==> config.mk <==
export PLATFORM = sky130hd
export DESIGN_NAME = ecc1_sector_fix
export DESIGN_NICKNAME = d
export VERILOG_FILES = /design/src/rtl/ecc1_pkg.sv /design/src/rtl/ecc1_code_pack.sv /design/src/rtl/ecc1_syndrome_class.sv /design/src/rtl/ecc1_byte_rmw.sv /design/src/rtl/ecc1_sector_fix.sv
export SDC_FILE = /design/constraint.sdc
export NUM_CORES = 1
export LEC_CHECK = 0
export ABC_CLOCK_PERIOD_IN_PS = 7200
export BUFFER_PORTS_ARGS = -buffer_cell sky130_fd_sc_hd__buf_4
export CORE_AREA = 4 4 87 89
export CTS_BUF_LIST = sky130_fd_sc_hd__clkbuf_4 sky130_fd_sc_hd__clkbuf_8
export DETAILED_ROUTE_END_ITERATION = 12
export DIE_AREA = 0 0 91 93
export PLACE_DENSITY_LB_ADDON = 0.08
export SLEW_MARGIN = 20
export SYNTH_ARGS = -nofsm -noshare
export SYNTH_HDL_FRONTEND = slang
export SYNTH_HIERARCHICAL = 1
export SYNTH_SLANG_ARGS = --single-unit
==> constraint.sdc <==
create_clock -name clk -period 7.2 [get_ports clk]
set_clock_uncertainty 0.05 [all_clocks]
set_input_delay 0.36 -clock clk [delete_from_list [all_inputs] [get_ports clk]]
set_output_delay 0.36 -clock clk [all_outputs]
set_load 0.005 [all_outputs]
==> src/rtl/ecc1_pkg.sv <==
// Package: shared widths and the status encoding of the sector corrector.
// Assumes a 32-bit raw parity word and a 24-bit stored code split in two 12-bit halves.
package ecc1_pkg;
    localparam int RAW_W   = 32;
    localparam int CODE_W  = 24;
    localparam int HALF_W  = CODE_W / 2;
    localparam int HI_BASE = 16;
    localparam int BIT_W   = 3;
    localparam int IDX_W   = HALF_W - BIT_W;
    localparam int BYTE_W  = 1 << BIT_W;

    typedef enum logic [1:0] {
        ST_CLEAN   = 2'd0,
        ST_FIXED   = 2'd1,
        ST_CODEERR = 2'd2,
        ST_UNCORR  = 2'd3
    } fix_stat_e;
endpackage

==> src/rtl/ecc1_code_pack.sv <==
// Module: compresses the raw parity word into the stored check code.
// Keeps the low half and the half starting at HI_BASE, drops the nibbles
// between them, and inverts the result so an erased page reads consistent.
// Assumes: purely combinational, no state.
module ecc1_code_pack
    import ecc1_pkg::*;
(
    input  logic [RAW_W-1:0]  raw_i,
    output logic [CODE_W-1:0] code_o
);
    // Purpose: pack the kept halves and invert.
    always_comb begin
        code_o = ~{raw_i[HI_BASE +: HALF_W], raw_i[0 +: HALF_W]};
    end
endmodule

==> src/rtl/ecc1_syndrome_class.sv <==
// Module: classifies the difference between calculated and stored codes.
// Complementary halves mean a data error whose position is encoded in the
// upper half; a single set bit means the code itself was hit.
// Assumes: SECTOR_BYTES <= 2**IDX_W; purely combinational.
module ecc1_syndrome_class
    import ecc1_pkg::*;
#(
    parameter int SECTOR_BYTES = 512
) (
    input  logic [CODE_W-1:0] calc_i,
    input  logic [CODE_W-1:0] stored_i,
    output fix_stat_e         stat_o,
    output logic [IDX_W-1:0]  idx_o,
    output logic [BYTE_W-1:0] mask_o
);
    logic [CODE_W-1:0] diff;
    logic              cplm_halves;
    logic              single_bit;
    logic              in_range;

    // Purpose: derive the difference and its shape tests.
    always_comb begin
        diff        = calc_i ^ stored_i;
        cplm_halves = (diff[HALF_W +: HALF_W] ^ diff[0 +: HALF_W]) == {HALF_W{1'b1}};
        single_bit  = (diff != '0) && ((diff & (diff - 1'b1)) == '0);
        idx_o       = diff[CODE_W-1 -: IDX_W];
        mask_o      = BYTE_W'(1) << diff[HALF_W +: BIT_W];
        in_range    = int'(idx_o) < SECTOR_BYTES;
    end

    // Purpose: pick the status in priority order.
    always_comb begin
        if (diff == '0)
            stat_o = ST_CLEAN;
        else if (cplm_halves)
            stat_o = in_range ? ST_FIXED : ST_UNCORR;
        else if (single_bit)
            stat_o = ST_CODEERR;
        else
            stat_o = ST_UNCORR;
    end
endmodule

==> src/rtl/ecc1_byte_rmw.sv <==
// Module: read-modify-write sequencer for one buffer byte.
// Issues a read, then writes the returned byte XOR the latched mask.
// Assumes: the buffer returns read data one cycle after the read enable;
// a start seen while a sequence is running is dropped.
module ecc1_byte_rmw
    import ecc1_pkg::*;
#(
    parameter int ADDR_W = 9
) (
    input  logic              clk,
    input  logic              rst_n,
    input  logic              start_i,
    input  logic [ADDR_W-1:0] addr_i,
    input  logic [BYTE_W-1:0] mask_i,
    output logic              rd_en_o,
    output logic [ADDR_W-1:0] rd_addr_o,
    input  logic [BYTE_W-1:0] rd_data_i,
    output logic              wr_en_o,
    output logic [ADDR_W-1:0] wr_addr_o,
    output logic [BYTE_W-1:0] wr_data_o
);
    typedef enum logic [1:0] {RMW_IDLE, RMW_READ, RMW_WRITE} rmw_state_e;

    rmw_state_e        state_q;
    logic [ADDR_W-1:0] addr_q;
    logic [BYTE_W-1:0] mask_q;

    // Purpose: step the sequence and latch the target on start.
    always_ff @(posedge clk) begin
        if (!rst_n) begin
            state_q <= RMW_IDLE;
            addr_q  <= '0;
            mask_q  <= '0;
        end else begin
            case (state_q)
                RMW_IDLE: if (start_i) begin
                    state_q <= RMW_READ;
                    addr_q  <= addr_i;
                    mask_q  <= mask_i;
                end
                RMW_READ:  state_q <= RMW_WRITE;
                default:   state_q <= RMW_IDLE;
            endcase
        end
    end

    // Purpose: drive the buffer port from the current step.
    always_comb begin
        rd_en_o   = state_q == RMW_READ;
        wr_en_o   = state_q == RMW_WRITE;
        rd_addr_o = addr_q;
        wr_addr_o = addr_q;
        wr_data_o = rd_data_i ^ mask_q;
    end
endmodule

==> src/rtl/ecc1_sector_fix.sv <==
// Module: top of the single-bit sector corrector.
// Packs the raw parity, classifies it against the stored code on cmp_i,
// registers the result for one cycle and repairs a correctable byte.
// Assumes: raw_par_i and stored_code_i are valid in the strobe cycle;
// 2 <= SECTOR_BYTES <= 512.
module ecc1_sector_fix
    import ecc1_pkg::*;
#(
    parameter  int SECTOR_BYTES = 512,
    localparam int ADDR_W       = $clog2(SECTOR_BYTES)
) (
    input  logic              clk,
    input  logic              rst_n,
    input  logic [31:0]       raw_par_i,
    output logic [23:0]       code_o,
    input  logic              cmp_i,
    input  logic [23:0]       stored_code_i,
    output logic              stat_vld_o,
    output logic [1:0]        stat_o,
    output logic [8:0]        fix_idx_o,
    output logic [7:0]        fix_mask_o,
    output logic              buf_rd_en_o,
    output logic [ADDR_W-1:0] buf_rd_addr_o,
    input  logic [7:0]        buf_rd_data_i,
    output logic              buf_wr_en_o,
    output logic [ADDR_W-1:0] buf_wr_addr_o,
    output logic [7:0]        buf_wr_data_o
);
    fix_stat_e         cls_stat;
    logic [IDX_W-1:0]  cls_idx;
    logic [BYTE_W-1:0] cls_mask;
    logic              rmw_start;

    ecc1_code_pack u_pack (
        .raw_i  (raw_par_i),
        .code_o (code_o)
    );

    ecc1_syndrome_class #(.SECTOR_BYTES(SECTOR_BYTES)) u_class (
        .calc_i   (code_o),
        .stored_i (stored_code_i),
        .stat_o   (cls_stat),
        .idx_o    (cls_idx),
        .mask_o   (cls_mask)
    );

    // Purpose: hold the classification for the cycle after the strobe.
    always_ff @(posedge clk) begin
        if (!rst_n) begin
            stat_vld_o <= 1'b0;
            stat_o     <= ST_CLEAN;
            fix_idx_o  <= '0;
            fix_mask_o <= '0;
        end else begin
            stat_vld_o <= cmp_i;
            if (cmp_i) begin
                stat_o     <= cls_stat;
                fix_idx_o  <= cls_idx;
                fix_mask_o <= cls_mask;
            end
        end
    end

    // Purpose: launch a repair only for a correctable data error.
    always_comb begin
        rmw_start = cmp_i && (cls_stat == ST_FIXED);
    end

    ecc1_byte_rmw #(.ADDR_W(ADDR_W)) u_rmw (
        .clk       (clk),
        .rst_n     (rst_n),
        .start_i   (rmw_start),
        .addr_i    (cls_idx[ADDR_W-1:0]),
        .mask_i    (cls_mask),
        .rd_en_o   (buf_rd_en_o),
        .rd_addr_o (buf_rd_addr_o),
        .rd_data_i (buf_rd_data_i),
        .wr_en_o   (buf_wr_en_o),
        .wr_addr_o (buf_wr_addr_o),
        .wr_data_o (buf_wr_data_o)
    );
endmodule

-- Word-level counts from Yosys, hierarchy flattened
Cells that the tools add are included.
- output and inout bits: 72
- flip-flop bits (word level): 39
- input port bits: 67
- word-level logic and storage cells: 31
- add/sub/neg operators: 1
- reduce and logical (&&, ||, !) cells: 7
- shift operators: 1
- eq/ne operators: 5
- bitwise logic cells: 5
- multiplexer cells: 5
- operators with widths (kind ; number):
    $logic_not 24->1 ; 2
    $and 24x24->24 ; 1
    $not 24->24 ; 1
    $reduce_bool 24->1 ; 1
    $sub 24x1->24 const B ; 1
    $xor 24x24->24 ; 1
    $eq 12x12->1 const B ; 1
    $xor 12x12->12 ; 1
    $shl 1x3->8 const A ; 1
    $xor 8x8->8 ; 1
    $mux 2 ; 3
    $eq 2x1->1 const B ; 2
    $pmux 2 s2 ; 1
    $eq 2x2->1 const B ; 1
    $logic_and 1x1->1 ; 2
    $logic_not 2->1 ; 1
    $ne 2x2->1 const B ; 1
    $reduce_and 2->1 ; 1
    $mux 1 ; 1

-- Logic depth before layout (Yosys ltp)
Gate-level depths: netlist of the first run.
- depth after elaboration: 13
- gate-level depth with buffers: 13
- depth with buffers taken out: 11

-- By module
Netlist of the first run, hierarchy kept.
- modules (own cells, without submodules) (module ; cells each ; area an instance (um^2) ; times used ; sequential area each (um^2)):
    ecc1_byte_rmw ; 98 ; 915.9 ; 1 ; 380.4
    ecc1_syndrome_class ; 100 ; 895.9 ; 1 ; 0.0
    ecc1_sector_fix ; 64 ; 754.5 ; 1 ; 400.4
    ecc1_code_pack ; 24 ; 90.1 ; 1 ; 0.0

-- Worst setup path before layout of the first run
No wires, ideal clock.
- path kind: input-to-reg
- start point: in raw_par_i[19]
- end point: reg u_rmw.mask_q[0]
- stages on the path: 12
- setup slack: 4.600 ns
- data required time: 7.032 ns
- setup time: 0.118 ns
- arrival time: 2.432 ns
- path buffers: 2
- cell sequence: inv_1 > xor2_1 > or4_4 > nor3_2 > a31oi_1 > a221oi_1 > nand4_1 > and3b_1 > nor3b_2 > buf_6 > buf_12 > mux2i_1
- word-level cells in the longest chain between the ends: 12
- elaborated cells on any way between the ends: 16
- ends and longest elaborated chain (element ; RTL line ; source):
    start: declaration ; ecc1_sector_fix.sv:14 ; input logic [31:0] raw_par_i,
    $not 24->24 * ; ecc1_code_pack.sv:13 ; code_o = ~{raw_i[HI_BASE +: HALF_W], raw_i[0 +: HALF_W]};
    $xor 24x24->24 * ; ecc1_syndrome_class.sv:23 ; diff = calc_i ^ stored_i;
    named net cls_idx[0] ; ecc1_sector_fix.sv:30 ; logic [IDX_W-1:0] cls_idx;
    $sub 24x1->24 ; ecc1_syndrome_class.sv:25 ; single_bit = (diff != '0) && ((diff & (diff - 1'b1)) == '0);
    $and 24x24->24 ; ecc1_syndrome_class.sv:25 ;
    $logic_not 24->1 ; ecc1_syndrome_class.sv:25 ;
    $logic_and 1x1->1 ; ecc1_syndrome_class.sv:25 ;
    $mux 1 ; ecc1_syndrome_class.sv:37 ; else if (single_bit)
    $mux 2 ; ecc1_syndrome_class.sv:35 ; else if (cplm_halves)
    $mux 2 * ; ecc1_syndrome_class.sv:33 ; if (diff == '0)
    named net cls_stat[0] ; ecc1_sector_fix.sv:29 ; fix_stat_e cls_stat;
    $eq 2x1->1 * ; ecc1_sector_fix.sv:66 ; rmw_start = cmp_i && (cls_stat == ST_FIXED);
    $logic_and 1x1->1 * ; ecc1_sector_fix.sv:66 ;
    named net rmw_start ; ecc1_sector_fix.sv:32 ; logic rmw_start;
    $reduce_and 2->1 (no line) * ; n/a ;
    end signal: assignment ; ecc1_byte_rmw.sv:39 ; mask_q <= mask_i;
    end: declaration ; ecc1_byte_rmw.sv:26 ; logic [BYTE_W-1:0] mask_q;
Mark *: on every way through the listed nets, which the timed path passes. The rest lies on a longest branch.
A chain may end at the register's enable or synchronous reset.

-- Worst setup path in the final report of the first run
- start point: in raw_par_i[21]
- end point: reg u_rmw.addr_q[5], in the netlist u_rmw/rd_addr_o[5]
- word-level cells in the longest chain between the ends: 12
- elaborated cells on any way between the ends: 16
- ends and longest elaborated chain (element ; RTL line ; source):
    $not 24->24 * ; ecc1_code_pack.sv:13 ;
    $xor 24x24->24 * ; ecc1_syndrome_class.sv:23 ;
    named net cls_idx[2] ; ecc1_sector_fix.sv:30 ;
    $sub 24x1->24 ; ecc1_syndrome_class.sv:25 ;
    $and 24x24->24 ; ecc1_syndrome_class.sv:25 ;
    $logic_not 24->1 ; ecc1_syndrome_class.sv:25 ;
    $logic_and 1x1->1 ; ecc1_syndrome_class.sv:25 ;
    $mux 1 ; ecc1_syndrome_class.sv:37 ;
    $mux 2 ; ecc1_syndrome_class.sv:35 ;
    $mux 2 * ; ecc1_syndrome_class.sv:33 ;
    named net cls_stat[0] ; ecc1_sector_fix.sv:29 ;
    $eq 2x1->1 * ; ecc1_sector_fix.sv:66 ;
    $logic_and 1x1->1 * ; ecc1_sector_fix.sv:66 ;
    named net rmw_start ; ecc1_sector_fix.sv:32 ;
    $reduce_and 2->1 (no line) * ; n/a ;
    end signal: assignment ; ecc1_byte_rmw.sv:38 ; addr_q <= addr_i;
    end: declaration ; ecc1_byte_rmw.sv:25 ; logic [ADDR_W-1:0] addr_q;
Marks and branches as above.

==> run metrics, run 1 <==
Post-synth EDFFs 0; Initial Utilization 39.3%; Fmax 317 MHz; Die X 91 um; Mapped Area 0.00266 sq mm; Power Dens Cells 149 mW/mm^2; DIE HEIGHT 93 um; Synth Area per Inst 9.29 sq um; worst endpoint required time 7.36 ns; Post CTS Setup Buffer Count 0; crit-path cells buf_4 > inv_1 > xor2_1 > xnor2_1 > nand4_1 > nor3_1 > a2111oi_1 > nand4_1 > and3b_1 > nor3b_4 > mux2i_1; # DRC 0; RR Startpoint u_rmw/state_q[1]; VDD IR max 0.0000619 V; gr usage total 15.0%; CTS tree built; H-Tree Depth 2; Synth Area in XOR/XNOR 21.5%; mux share of post-synthesis cell area 13.6%; Die Area 0.00846 sq mm; Largest stage delay, worst path 0.93 ns; hold_sp u_rmw/mask_q[1]; vias in the first global route 2213; Critical Path Start raw_par_i[21]; initial antenna violation count 0; PortBufs 130; Worst-Margin Slew 1.11 ns; Area Overhead vs Synth 39.0%; CTS sink count 39; antenna fix cells 0; Top-Level Pins 139; element type at the critical path end register; Setup crit start kind input port; most numerous cell in the Yosys netlist dfxtp_1; Remaining Overflow, GRT 0; wire length per cell 13.4 um; list of most frequent post-synthesis cells 39 x dfxtp_1, 38 x nand2_1, 36 x mux2i_1; Syn Nets 353; drt first-iter violations 91; cells after synthesis 286; total power 0.551 mW; Gates resized, CTS repair 0; unrepaired setup endpoints after global routing no; final-report max-slew violation count 0; clock period minus worst slack 3.15 ns; setup TNS 0 ns; Pre-Repair DR Iteration Count 4; outcome finished, final reports clean; CP max FO 17; CTS hold repair buffers 0; Synth Area in Compound Gates 4.47%; ys flop type dfxtp_1; Synth Warn # 6; Site Rows 30; maxcap violations 0; Placement Setup Slack 3.71 ns; DP HPWL 5220 um; top cells by area, synth dfxtp_1 29%, mux2i_1 14%, xnor2_2 5.5%, nand2_1 5.4%, xor2_1 5.3%; Clock Tree Buf Depth 2; layout net count 471; fraction of registers with async set/reset 0%; number of antenna-violating nets in the routed design 0; number of vias per cell 4.65; clk slew on worst S/H paths 0.07 ns; critical path arrival 3.31 ns; Placer Congestion 0.798; crit share post-route 43.8%; share of the synthesized area in the top cell type 29.4%; first-pass GRT wire length 10500 um; CTS Root Cell clkbuf_8; Setup violations, final 0; synth unique cells 46; largest family of logic cells by synthesized area XOR/XNOR gates; cts bufs inserted 5; share of cells above drive strength 1 41.0%; largest net degree at the start of global routing 57; area share of fa/ha/maj cells after synthesis 0.754%; Routed WL 6510 um; Yosys top cell by area dfxtp_1; DR vias 2256; CP max-delay cell nor3b_4; Synth Area in Simple Gates 20.6%; flops & latches, synth 39; most used cell along the critical path nand4_1; Lkg Pwr 1.75 nW; worst skew pair latency 0.28 ns; sequential cell area fraction in the yosys report 29.4%; Core ar. 0.00676 sq mm; worst setup margin 4.05 ns; kind of critical path input port to register; HP Class register to register; Final Hold Fails 0; Max-slew headroom 25.8%
## report_power, final
group	internal, mW	switching (mW)
Sequential	0.222	0.00337
Clock	0.0912	0.0733
Combinational	0.0823	0.0782
Total	0.396	0.155
## stage by stage
step / area, sq um / utilization (%) / std cells / hold slack (ns)
after floorplan: 2660 / - / 286 / 0.396
after global placement: 3590 / 53.1 / 477 / 0.408
after detailed placement: 3590 / 53.1 / 477 / 0.414
after CTS: 3690 / 54.7 / 485 / 0.427
after global routing: 3690 / 54.7 / 485 / 0.442
final: 3690 / 54.7 / 485 / 0.423
## final timing paths
check / end / slack, ns / cells past startpoint
worst max-delay path: u_rmw/rd_addr_o[5] / 4.05 / 11
worst min-delay path: u_rmw/mask_q[1] / 0.42 / 2
worst max register to register: u_rmw/rd_addr_o[5] / 5.53 / 2
worst min register to register: u_rmw/mask_q[1] / 0.42 / 2
## cell families after synthesis
logic type / after synthesis
compound gates: 16
xor+xnor: 45
fa+ha+maj: 2
buf+inv: 48
flops: 39
mux: 36
simple gates: 100
## final cells by class
type	instances	area, sq um
Clock buffer	8	104
Multi-Input combinational cell	199	1620
Inverter	29	109
Fill cell	660	3060
Sequential cell	39	781
Timing Repair Buffer	130	976
Tap cell	80	100
## layer usage
layer	global-route usage, %	vias up	part of all wire, %
li1	-	1155	-
met1	19.3	1018	45
met2	25.2	78	48
met3	3.54	5	6.8
met4	4.15	0	0.86
met5	0	-	0
## flip-flops by register name, summed over array words and instances, names as in the netlist
signal           count
fix_idx_o            9
fix_mask_o           8
stat_o               2
stat_vld_o           1
u_rmw/mask_q         8
u_rmw/rd_addr_o      9
u_rmw/state_q        2
## worst max-delay path, delay by kind of cell
kind	cells	cell delay, ns
AOI/OAI and AO/OA	1	0.09
xor gates and xnor gates	2	0.71
buffers and inverters	2	0.18
muxes	1	0.27
and+or+nand+nor	5	1.71
## cell usage in the layout (no fill, tap or decap), drive strengths merged, types with 2 or more instances in the layout
cell and n:
nor3 9, dfxtp 39, a211oi 3, xnor2 27
mux2i 36, inv 29, nor2 10, maj3 2
o21ai 2, a31oi 2, nor2b 20, buf 130
xor2 18, nand3 7, nand2b 2, nand2 39
a21oi 2, nand4 5, clkbuf 8, and3b 2
(Power assumes the default switching activity.)
==> inputs of run 2 (changes only) <==
Settings changed: ABC_CLOCK_PERIOD_IN_PS 7200 to 2800.
Clock period 7.2 ns to 2.8 ns, I/O delays scaled along.
==> run 2 against run 1 <==
  * Largest cell class unchanged
  * Setup slack worse by 3.7 ns
  * Register-to-register slack worse by 4.0 ns
  * Combinational power rose to 3.2 times the previous value
  * Clock-buffer cell count shrank 2
  * Sequential cell count unchanged
  * Sequential power rose to 2.6 times the previous value
  * Sequential share of layout area shrank 2.5 points
  * Critical endpoint unchanged
  * Critical path type unchanged
==> run metrics, run 2 (synthesized netlist as in run 1, its figures left out) <==
maxcap violations 0; crit-path cells buf_4 > inv_1 > xnor2_2 > nand3_2 > buf_4 > nor4_1 > a22oi_1 > a221oi_1 > nand4_1 > and3b_1 > nor3b_4 > buf_12 > mux2i_1; Gates resized, CTS repair 0; layout net count 533; Final Hold Fails 0; gr usage total 16.4%; post-route insts no fill 547; Pre-Repair DR Iteration Count 4; Placer Congestion 0.841; worst setup margin 0.391 ns; most frequent cells in the layout 191 x buf_4, 39 x dfxtp_1, 38 x nand2_1; Post CTS Setup Buffer Count 0; kind of critical path input port to register; Area Overhead vs Synth 57.6%; Die Area 0.00846 sq mm; Worst-Margin Slew 0.475 ns; Largest stage delay, worst path 0.43 ns; unrepaired setup endpoints after global routing no; WP buf/inv 4; Power Dens Cells 378 mW/mm^2; element type at the critical path end register; CTS tree built; total power 1.58 mW; vias in the first global route 2558; antenna fix cells 0; CTS hold repair buffers 0; cts bufs inserted 5; worst skew pair latency 0.29 ns; H-Tree Depth 2; Die X 91 um; Placement Setup Slack -0.107 ns; largest net degree at the start of global routing 57; Fmax 415 MHz; Core ar. 0.00676 sq mm; most used cell along the critical path buf_4; r2r worst-path depth 3; worst endpoint required time 2.93 ns; CTS sink count 39; Clock Tree Buf Depth 2; clk slew on worst S/H paths 0.07 ns; Worst Hold Slack 0.284 ns; Site Rows 30; CP top delay family simple AND/OR/NAND/NOR gates; DIE HEIGHT 93 um; number of vias per cell 4.61; CTS Root Cell clkbuf_8; worst hold stages 3; most common cell after layout, fill and taps aside buf_4; # placed instances 538; CP max FO 16; critical path arrival 2.53 ns; clock period minus worst slack 2.41 ns; Remaining Overflow, GRT 0; drt first-iter violations 128; VDD IR max 0.000183 V; final-report max-slew violation count 0; DR vias 2524; DP HPWL 5830 um; number of antenna-violating nets in the routed design 0; Setup crit start kind input port; HP Class input port to register; PortBufs 130; # DRC 0; wire length per cell 12.8 um; crit share post-route 86.0%; Max-slew headroom 68.4%; initial antenna violation count 0; Setup violations, final 0; Routed WL 7020 um; Lkg Pwr 2.05 nW; Levels on crit path 13; outcome finished, final reports clean; CP max-delay cell nor4_1; share of cells above drive strength 1 48.8%; Initial Utilization 39.3%; setup TNS 0 ns; Top-Level Pins 139; first-pass GRT wire length 11400 um
[run 2: changes by cell type in the layout (fill, tap and decap cells not counted)]
cell | before | now
clkinv_2 | 0 | 1
bufinv_16 | 0 | 1
clkbuf_4 | 1 | 0
clkbuf_8 | 7 | 6
buf_4 | 130 | 191
buf_12 | 0 | 1
[run 2: worst paths after layout]
check / start / slack (ns) / to
setup / recovery: raw_par_i[7] / 0.39 / u_rmw/rd_addr_o[5]
hold / removal: rst_n / 0.28 / u_rmw/rd_addr_o[0]
setup reg to reg: u_rmw/state_q[1] / 1.58 / u_rmw/rd_addr_o[5]
hold reg to reg: u_rmw/mask_q[5] / 0.43 / u_rmw/mask_q[5]
[run 2: per-stage QoR]
stage	cell area, sq um	util [%]
floorplan	2660	-
global placement	4050	59.9
detailed placement	4050	59.9
CTS	4170	61.6
global route	4190	61.9
finish	4190	61.9
[run 2: layout make-up]
class	count	area [sq um]
fillers	636	2570
multi-input cells	199	1620
repair buffers	192	1450
flip-flops and latches	39	781
inverters	29	109
well taps	80	100
clock buffers	6	82.6
clock inverters	2	35.0
[run 2: routing by layer]
layer	vias to the layer above	global-route usage (%)	part of all wire, %
li1	1278	-	-
met1	1127	19.3	41
met2	104	28.0	49
met3	15	4.67	8.5
met4	0	6.41	2.3
met5	-	0	0
[run 2: worst reg2reg max path: cells and delay by family, from the launching register on]
family | cells | cell delay [ns]
flops | 1 | 0.39
simple gates | 1 | 0.29
buf+inv | 1 | 0.21
mux | 1 | 0.21
[run 2: where the power goes]
part / total (mW) / internal, mW / switching [mW]
clock: 0.487 / 0.288 / 0.198
combinational: 0.514 / 0.294 / 0.220
sequential: 0.580 / 0.572 / 0.00894
